==> config.mk <==
export PLATFORM = sky130hd
export DESIGN_NAME = adc_scan_seq
export DESIGN_NICKNAME = d
export VERILOG_FILES = /design/src/rtl/adc_scan_pkg.sv /design/src/rtl/spi_half_tick.sv /design/src/rtl/spi_byte_engine.sv /design/src/rtl/adc_scan_ctrl.sv /design/src/rtl/adc_result_bank.sv /design/src/rtl/adc_scan_seq.sv
export SDC_FILE = /design/constraint.sdc
export NUM_CORES = 1
export LEC_CHECK = 0
export CORE_MARGIN = 4
export CORE_UTILIZATION = 47
export CTS_CLUSTER_DIAMETER = 80
export DETAILED_ROUTE_END_ITERATION = 8
export HOLD_SLACK_MARGIN = 0.08
export PLACE_DENSITY = 0.76
export SYNTH_ARGS = -nofsm -noshare
export SYNTH_HDL_FRONTEND = slang
export SYNTH_SLANG_ARGS = --single-unit
==> constraint.sdc <==
create_clock -name clk -period 1.7 [get_ports clk]
set_input_delay 0.34 -clock clk [delete_from_list [all_inputs] [get_ports clk]]
set_output_delay 0.34 -clock clk [all_outputs]
set_load 0.1 [all_outputs]
==> src/rtl/adc_scan_pkg.sv <==
`timescale 1ns/1ps
package adc_scan_pkg;

   localparam int XFER_BYTES = 4;
   localparam int BYTE_W     = 8;
   localparam int SAMPLE_W   = 16;
   localparam int CTRL_CH_W  = 3;

   typedef enum logic [1:0] {
      ST_IDLE,
      ST_SEND,
      ST_WAIT,
      ST_GAP
   } scan_state_t;

   function automatic logic [BYTE_W-1:0] make_ctrl(input logic [CTRL_CH_W-1:0] chan);
      return {1'b1, chan, 1'b0, 1'b1, 2'b11};
   endfunction

   function automatic logic [SAMPLE_W-1:0] assemble(input logic [BYTE_W-1:0] b1,
                                                    input logic [BYTE_W-1:0] b2,
                                                    input logic [BYTE_W-1:0] b3);
      return SAMPLE_W'({b1, b2, b3} >> 7);
   endfunction

endpackage

==> src/rtl/spi_half_tick.sv <==
`timescale 1ns/1ps
module spi_half_tick #(
   parameter int HALF = 8
) (
   input  logic clk,
   input  logic rst,
   input  logic run,
   output logic tick
);
   localparam int CNT_W = (HALF > 1) ? $clog2(HALF) : 1;
   localparam logic [CNT_W-1:0] LAST = CNT_W'(HALF - 1);

   logic [CNT_W-1:0] cnt;

   always_ff @(posedge clk) begin
      if (rst || !run) begin
         cnt <= '0;
      end else if (cnt == LAST) begin
         cnt <= '0;
      end else begin
         cnt <= cnt + 1'b1;
      end
   end

   assign tick = run && (cnt == LAST);
endmodule

==> src/rtl/spi_byte_engine.sv <==
`timescale 1ns/1ps
module spi_byte_engine #(
   parameter int BITS      = 8,
   parameter bit MSB_FIRST = 1'b1
) (
   input  logic            clk,
   input  logic            rst,
   input  logic            go,
   input  logic [BITS-1:0] tx,
   input  logic            tick,
   input  logic            miso,
   output logic            sclk,
   output logic            mosi,
   output logic [BITS-1:0] rx,
   output logic            done,
   output logic            active
);
   localparam int BC_W = (BITS > 1) ? $clog2(BITS) : 1;
   localparam logic [BC_W-1:0] BC_LAST = BC_W'(BITS - 1);

   logic [BITS-1:0] shreg;
   logic [BC_W-1:0] bcnt;
   logic [BITS-1:0] shreg_next;
   logic [BITS-1:0] rx_next;
   logic            out_bit;

   generate
      if (MSB_FIRST) begin : g_msb
         assign out_bit    = shreg[BITS-1];
         assign shreg_next = {shreg[BITS-2:0], 1'b0};
         assign rx_next    = {rx[BITS-2:0], miso};
      end else begin : g_lsb
         assign out_bit    = shreg[0];
         assign shreg_next = {1'b0, shreg[BITS-1:1]};
         assign rx_next    = {miso, rx[BITS-1:1]};
      end
   endgenerate

   always_ff @(posedge clk) begin
      if (rst) begin
         shreg  <= '0;
         bcnt   <= '0;
         rx     <= '0;
         sclk   <= 1'b0;
         done   <= 1'b0;
         active <= 1'b0;
      end else begin
         done <= 1'b0;
         if (!active) begin
            if (go) begin
               shreg  <= tx;
               bcnt   <= '0;
               rx     <= '0;
               sclk   <= 1'b0;
               active <= 1'b1;
            end
         end else if (tick) begin
            if (!sclk) begin
               sclk <= 1'b1;
               rx   <= rx_next;
            end else begin
               sclk <= 1'b0;
               if (bcnt == BC_LAST) begin
                  active <= 1'b0;
                  done   <= 1'b1;
               end else begin
                  shreg <= shreg_next;
                  bcnt  <= bcnt + 1'b1;
               end
            end
         end
      end
   end

   assign mosi = active ? out_bit : 1'b0;
endmodule

==> src/rtl/adc_scan_ctrl.sv <==
`timescale 1ns/1ps
module adc_scan_ctrl
   import adc_scan_pkg::*;
#(
   parameter int NUM_CH     = 7,
   parameter int GAP_CYCLES = 16,
   localparam int CH_W      = (NUM_CH > 1) ? $clog2(NUM_CH) : 1
) (
   input  logic                clk,
   input  logic                rst,
   input  logic                start,
   input  logic                clr,
   input  logic                eng_done,
   input  logic [BYTE_W-1:0]   eng_rx,
   output logic                eng_go,
   output logic [BYTE_W-1:0]   eng_tx,
   output logic                cs_n,
   output logic                busy,
   output logic                avail,
   output logic                wr_en,
   output logic [CH_W-1:0]     wr_idx,
   output logic [SAMPLE_W-1:0] wr_data
);
   localparam int GAP_W = $clog2(GAP_CYCLES + 1);
   localparam logic [GAP_W-1:0] GAP_LOAD = GAP_W'(GAP_CYCLES - 1);
   localparam logic [CH_W-1:0]  CH_LAST  = CH_W'(NUM_CH - 1);
   localparam logic [1:0]       B_LAST   = 2'(XFER_BYTES - 1);

   scan_state_t       state;
   logic [CH_W-1:0]   chan;
   logic [1:0]        bidx;
   logic [BYTE_W-1:0] rx1;
   logic [BYTE_W-1:0] rx2;
   logic [GAP_W-1:0]  gap;
   logic              last_byte;

   assign last_byte = (state == ST_WAIT) && eng_done && (bidx == B_LAST);
   assign eng_go    = (state == ST_SEND);
   assign eng_tx    = (bidx == 2'd0) ? make_ctrl(CTRL_CH_W'(chan)) : '0;
   assign wr_en     = last_byte;
   assign wr_idx    = chan;
   assign wr_data   = assemble(rx1, rx2, eng_rx);

   always_ff @(posedge clk) begin
      if (rst) begin
         state <= ST_IDLE;
         chan  <= '0;
         bidx  <= '0;
         rx1   <= '0;
         rx2   <= '0;
         gap   <= '0;
         cs_n  <= 1'b1;
         busy  <= 1'b0;
         avail <= 1'b0;
      end else begin
         if (clr) begin
            avail <= 1'b0;
         end
         case (state)
            ST_IDLE: begin
               if (start) begin
                  avail <= 1'b0;
                  cs_n  <= 1'b0;
                  busy  <= 1'b1;
                  chan  <= '0;
                  bidx  <= '0;
                  state <= ST_SEND;
               end
            end
            ST_SEND: begin
               state <= ST_WAIT;
            end
            ST_WAIT: begin
               if (eng_done) begin
                  if (bidx == 2'd1) begin
                     rx1 <= eng_rx;
                  end
                  if (bidx == 2'd2) begin
                     rx2 <= eng_rx;
                  end
                  if (bidx == B_LAST) begin
                     if (chan == CH_LAST) begin
                        cs_n  <= 1'b1;
                        busy  <= 1'b0;
                        avail <= 1'b1;
                        state <= ST_IDLE;
                     end else begin
                        gap   <= GAP_LOAD;
                        state <= ST_GAP;
                     end
                  end else begin
                     bidx  <= bidx + 1'b1;
                     state <= ST_SEND;
                  end
               end
            end
            ST_GAP: begin
               if (gap == '0) begin
                  chan  <= chan + 1'b1;
                  bidx  <= '0;
                  state <= ST_SEND;
               end else begin
                  gap <= gap - 1'b1;
               end
            end
            default: state <= ST_IDLE;
         endcase
      end
   end
endmodule

==> src/rtl/adc_result_bank.sv <==
`timescale 1ns/1ps
module adc_result_bank #(
   parameter int NUM_CH = 7,
   parameter int W      = 16,
   localparam int CH_W  = (NUM_CH > 1) ? $clog2(NUM_CH) : 1
) (
   input  logic                clk,
   input  logic                rst,
   input  logic                wr_en,
   input  logic [CH_W-1:0]     wr_idx,
   input  logic [W-1:0]        wr_data,
   output logic [NUM_CH*W-1:0] flat
);
   generate
      for (genvar k = 0; k < NUM_CH; k++) begin : g_slot
         logic [W-1:0] slot;
         always_ff @(posedge clk) begin
            if (rst) begin
               slot <= '0;
            end else if (wr_en && (wr_idx == CH_W'(k))) begin
               slot <= wr_data;
            end
         end
         assign flat[k*W +: W] = slot;
      end
   endgenerate
endmodule

==> src/rtl/adc_scan_seq.sv <==
`timescale 1ns/1ps
module adc_scan_seq
   import adc_scan_pkg::*;
#(
   parameter int NUM_CH      = 7,
   parameter int CLK_DIV     = 16,
   parameter int GAP_PERIODS = 1
) (
   input  logic                       clk,
   input  logic                       rst,
   input  logic                       start,
   input  logic                       clr_avail,
   input  logic                       miso,
   output logic                       sclk,
   output logic                       mosi,
   output logic                       cs_n,
   output logic                       busy,
   output logic                       avail,
   output logic [NUM_CH*SAMPLE_W-1:0] results
);
   localparam int HALF       = CLK_DIV / 2;
   localparam int GAP_CYCLES = GAP_PERIODS * CLK_DIV;
   localparam int CH_W       = (NUM_CH > 1) ? $clog2(NUM_CH) : 1;

   generate
      if (NUM_CH < 1 || NUM_CH > (1 << CTRL_CH_W)) begin : g_bad_ch
         $error("NUM_CH must fit the control byte channel field");
      end
      if (CLK_DIV < 2 || (CLK_DIV % 2) != 0) begin : g_bad_div
         $error("CLK_DIV must be even and at least 2");
      end
      if (GAP_PERIODS < 1) begin : g_bad_gap
         $error("GAP_PERIODS must be at least 1");
      end
   endgenerate

   logic                tick;
   logic                eng_active;
   logic                eng_go;
   logic                eng_done;
   logic [BYTE_W-1:0]   eng_tx;
   logic [BYTE_W-1:0]   eng_rx;
   logic                wr_en;
   logic [CH_W-1:0]     wr_idx;
   logic [SAMPLE_W-1:0] wr_data;

   spi_half_tick #(.HALF(HALF)) u_div (
      .clk  (clk),
      .rst  (rst),
      .run  (eng_active),
      .tick (tick)
   );

   spi_byte_engine #(.BITS(BYTE_W), .MSB_FIRST(1'b1)) u_eng (
      .clk    (clk),
      .rst    (rst),
      .go     (eng_go),
      .tx     (eng_tx),
      .tick   (tick),
      .miso   (miso),
      .sclk   (sclk),
      .mosi   (mosi),
      .rx     (eng_rx),
      .done   (eng_done),
      .active (eng_active)
   );

   adc_scan_ctrl #(.NUM_CH(NUM_CH), .GAP_CYCLES(GAP_CYCLES)) u_ctrl (
      .clk      (clk),
      .rst      (rst),
      .start    (start),
      .clr      (clr_avail),
      .eng_done (eng_done),
      .eng_rx   (eng_rx),
      .eng_go   (eng_go),
      .eng_tx   (eng_tx),
      .cs_n     (cs_n),
      .busy     (busy),
      .avail    (avail),
      .wr_en    (wr_en),
      .wr_idx   (wr_idx),
      .wr_data  (wr_data)
   );

   adc_result_bank #(.NUM_CH(NUM_CH), .W(SAMPLE_W)) u_bank (
      .clk     (clk),
      .rst     (rst),
      .wr_en   (wr_en),
      .wr_idx  (wr_idx),
      .wr_data (wr_data),
      .flat    (results)
   );
endmodule

==> impl_summary.md <==
Place
The HPWL after detailed placement is 12900 µm. The count of input and output buffers is around 120. The weighted congestion reported at the end of routability-driven placement is 0.891.

Timing
At the pin with the least slew margin, the transition time is 0.559 ns. Setup repair after global routing could not meet its margin everywhere. The worst pin sits at a relative slew slack of between 60% and 70%. Setup violations remaining at the end of the flow were counted as 2. The worst path uses 103% of the clock period. Based on the critical path, the design can be clocked at up to between 500 and 600 MHz. The clock skew is ~0.0074 ns. The routed design could run at a clock period as short as 1.76 ns. The number of failing hold endpoints at the final stage came to 0. In the post-route analysis, the smallest setup slack over all paths is -0.0550 ns.

The number of max-slew violations in the final report is 0. The minimum hold slack is 0.371 ns. The setup TNS after final layout is -0.110 ns.

Die
For this design the top-level I/O count stands at 122. The die is 125 µm wide. Once the floorplan was initialized, standard cells occupied between 40 and 50% of the core.

The die covers around 16000 µm². The area of the core is approximately 13000 µm². The total number of placement rows is 42. The floorplan die height is 125 µm.

Worst hold path
In this run the most critical hold path is launched from rst. Counting instances, the worst hold path has a depth of 2. The worst hold path belongs to the class in2reg. For hold timing, the worst endpoint is u_eng.shreg[7].

Pwr
The total chip power is 8680 µW. The worst supply voltage drop on vdd is 0.799 mV. In this run the power density over the cells is ~870 nW/µm². The analysis attributes to cell leakage a power of 0.00369 µW.

Synth
The cell area after synthesis is 6460 µm². The most used flip-flop cell after synthesis is sky130_fd_sc_hd__dfxtp_1. By area the synthesized netlist is led by sky130_fd_sc_hd__dfxtp_1, sky130_fd_sc_hd__nand2_1, sky130_fd_sc_hd__a21oi_1.

The synthesized design devotes to its leading area cell type about half of total area. Of all flip-flops after synthesis, the portion carrying an async set or reset was 0%. The mean cell area of the mapped netlist is roughly 8.1 µm².

The count of different cell masters after synthesis is 42. The number of register bits inferred by synthesis is between 150 and 200. Summed over all instances, the cell type with the most area after synthesis is sky130_fd_sc_hd__dfxtp_1. Synthesis produced a netlist whose cell count is about 800. The number of nets in the synthesized netlist is slightly above 800.

The proportion of synthesized chip area in sequential cells is around half. The number of synthesized flops with an enable pin is 0. The number of synthesis warnings is 0.

Global route
The initial antenna violation count is 0. The via count of the first global-routing pass is between 5000 and 6000. Entering global routing, the biggest net connects 45 pins. For met3 alone, demand over resource in global routing was ~5.0%. The total routing resource utilization after global routing is around 25%. The first-pass GRT wire length is ~31000 µm. Global routing consumed, on the met2 layer, between 40 and 50% of the routing resources. The leftover overflow at the end of global routing is 0.

In this run the most used layer during global routing was met2. Global routing used approximately 29% of the available met1 tracks.

Critical path
The cell type group with the largest total delay on the critical path is simple AND/OR/NAND/NOR gates. The total buffers and inverters traversed by the critical path is 2. The required arrival time at the worst endpoint is 2.01 ns. The largest individual stage delay along the critical path comes from the cell sky130_fd_sc_hd__or4b_4. The instance count on the critical path is 7.

STA classifies the critical path endpoint as a register. The data arrival at the endpoint of the critical path is a little over 2 ns. The startpoint identified for the worst register-to-register timing path is u_ctrl.gap[1]. In this run the critical register-to-register path is captured at u_ctrl.state[1]. In this run the worst path has a maximum fanout of 2. Measured in cells, the most critical reg-to-reg path has a length of 7. In this run the register-to-register setup slack is -0.06 ns. The signal on the critical path passes through inv_2 > ha_4 > or4b_4 > a221oi_4 > buf_4 > nand2b_4 > a21oi_2. For this run, the slowest stage of the critical path takes 0.48 ns.

The critical path in this run is classified as reg2reg. STA classifies the critical path startpoint as a register.

Cells and area
The number of diodes is 0. From synthesis to final layout, the design area changed by 54.6%. At the end of the flow the core is filled with cells to 74.9%. After the last flow step, the layout net total stands at 945.

Leaving out fill and tap cells, the most frequent cells in the layout are sky130_fd_sc_hd__nand2_1, sky130_fd_sc_hd__dfxtp_1, sky130_fd_sc_hd__a21oi_1, sky130_fd_sc_hd__buf_12, sky130_fd_sc_hd__buf_4. Of the cells placed in the final design, the portion with a size suffix greater than 1 is 25.7%. The layout filler cell count is 850.

The most common library cell in the layout ignoring fill and taps is sky130_fd_sc_hd__nand2_1. Registers take between 3000 and 4000 µm². The area of the multi-input gates is between 2000 and 3000 µm².

Clock network
The number of clock sinks is between 150 and 200. The H-tree depth reported by CTS is 4. The clock passes through at most 2 buffers.

TritonCTS built the clock tree. The tree is rooted in a sky130_fd_sc_hd__clkbuf_16. Clock-pin slew was measured on the worst setup and hold paths at roughly 0.06 ns. The number of clock buffers added by TritonCTS is 17.

The worst-skew pair later-pin latency is ~0.42 ns.

Detailed routing
The final route contains between 6000 and 7000 vias. The number of nets with antenna violations after routing is 0. For this run, the detailed router's first-pass iteration total came to 4. In the routed layout, each cell is associated on average with a via count of approximately 5.4. The per-cell routed wire length is ~18 µm. The post-route DRC violation count is 0. The number of DRC violations after detailed-routing iteration 0 is ~440. After detailed routing, the total wire length is roughly 20000 µm.

Run status
The final reports fail on negative setup slack. The flow ran to the end, but the final reports show violations.

Run
The number of violations of the max-capacitance limit is 0.
report_power, final:
part	internal, µW	leakage, µW	switching [µW]	total, µW
logic	225	0.00204	318	542
clock network	2630	0.000301	1520	4150
registers	3950	0.00135	34.2	3990
through the flow:
step | worst slack [ns] | area, µm² | cells
2_1_floorplan | -0.102 | 6490 | 795
3_3_place_gp | -0.0200 | 9180 | 1070
3_5_place_dp | -0.0790 | 9180 | 1070
4_1_cts | -0.0439 | 9830 | 1101
5_1_grt | -0.108 | 9990 | 1109
6_report | -0.0550 | 9990 | 1109
sequential cells by signal, indices dropped and copies added, names as in the netlist:
name                count
u_ctrl.avail            1
u_ctrl.rx2              8
u_eng.bcnt              3
u_bank.g_slot.slot    112
u_eng.done              1
u_eng.shreg             8
u_ctrl.busy             1
u_ctrl.rx1              7
u_eng.sclk              1
u_eng.rx                8
u_ctrl.wr_idx           3
u_eng.active            1
u_ctrl.bidx             2
u_ctrl.state            2
u_ctrl.gap              5
u_ctrl.cs_n             1
u_div.cnt               3
synth_stat cells (3+ instances only):
cell                         n
sky130_fd_sc_hd__and2_1      5
sky130_fd_sc_hd__buf_4       9
sky130_fd_sc_hd__or2_2       5
sky130_fd_sc_hd__nor2_1     40
sky130_fd_sc_hd__nand3_1    22
sky130_fd_sc_hd__ha_1       18
sky130_fd_sc_hd__a222oi_1    3
sky130_fd_sc_hd__a211oi_1    3
sky130_fd_sc_hd__buf_2      13
sky130_fd_sc_hd__dfxtp_1   167
sky130_fd_sc_hd__nand2_1   246
sky130_fd_sc_hd__o21ai_0     8
sky130_fd_sc_hd__nor2b_1     7
sky130_fd_sc_hd__clkbuf_1   39
sky130_fd_sc_hd__inv_1      12
sky130_fd_sc_hd__nor3_1      6
sky130_fd_sc_hd__a21oi_1   138
sky130_fd_sc_hd__nand2b_1    9
sky130_fd_sc_hd__a221oi_1    3
sky130_fd_sc_hd__mux2i_1    15
cell families after synthesis:
logic type | Yosys count | synth area share [%]
AO/OA/AOI/OAI | 169 | 14.6
adder cells (fa/ha/maj) | 18 | 3.49
buffers and inverters | 74 | 5.09
flip-flops | 167 | 51.7
multiplexers | 16 | 2.50
AND/OR/NAND/NOR | 351 | 22.6
layout make-up:
class                           count  share of cell area, %
Sequential cell                   167                   33.6
Clock buffer                       22                   4.55
Multi-Input combinational cell    554                   29.2
Clock inverter                      8                   1.72
Tap cell                          176                   2.20
Inverter                           12                  0.451
Timing Repair Buffer              170                   28.3
what timing repair did:
action	CTS	global route
setup buffers	2	8
hold buffers	0	0
pin swaps	3	11
gates cloned	0	0
resized for setup	7	28
endpoints found under the setup margin	6	77
metal layers:
metal | up-vias | share of wire (%)
li1 | 2872 | -
met1 | 2886 | 40
met5 | - | 0
met2 | 201 | 51
met4 | 0 | 3.2
met3 | 44 | 5.8
worst max path at each step:
stage	from	end	slack, ns
5_1_grt	u_ctrl.gap[1]	u_ctrl.state[1]	-0.11
6_report	u_ctrl.gap[1]	u_ctrl.state[1]	-0.06
2_1_floorplan	u_ctrl.gap[1]	u_ctrl.state[0]	-0.10
4_1_cts	u_ctrl.gap[1]	u_ctrl.state[0]	-0.04
3_5_place_dp	u_ctrl.gap[1]	u_ctrl.state[0]	-0.08
3_3_place_gp	u_ctrl.gap[1]	u_ctrl.state[0]	-0.02
(Power assumes the default switching activity.)
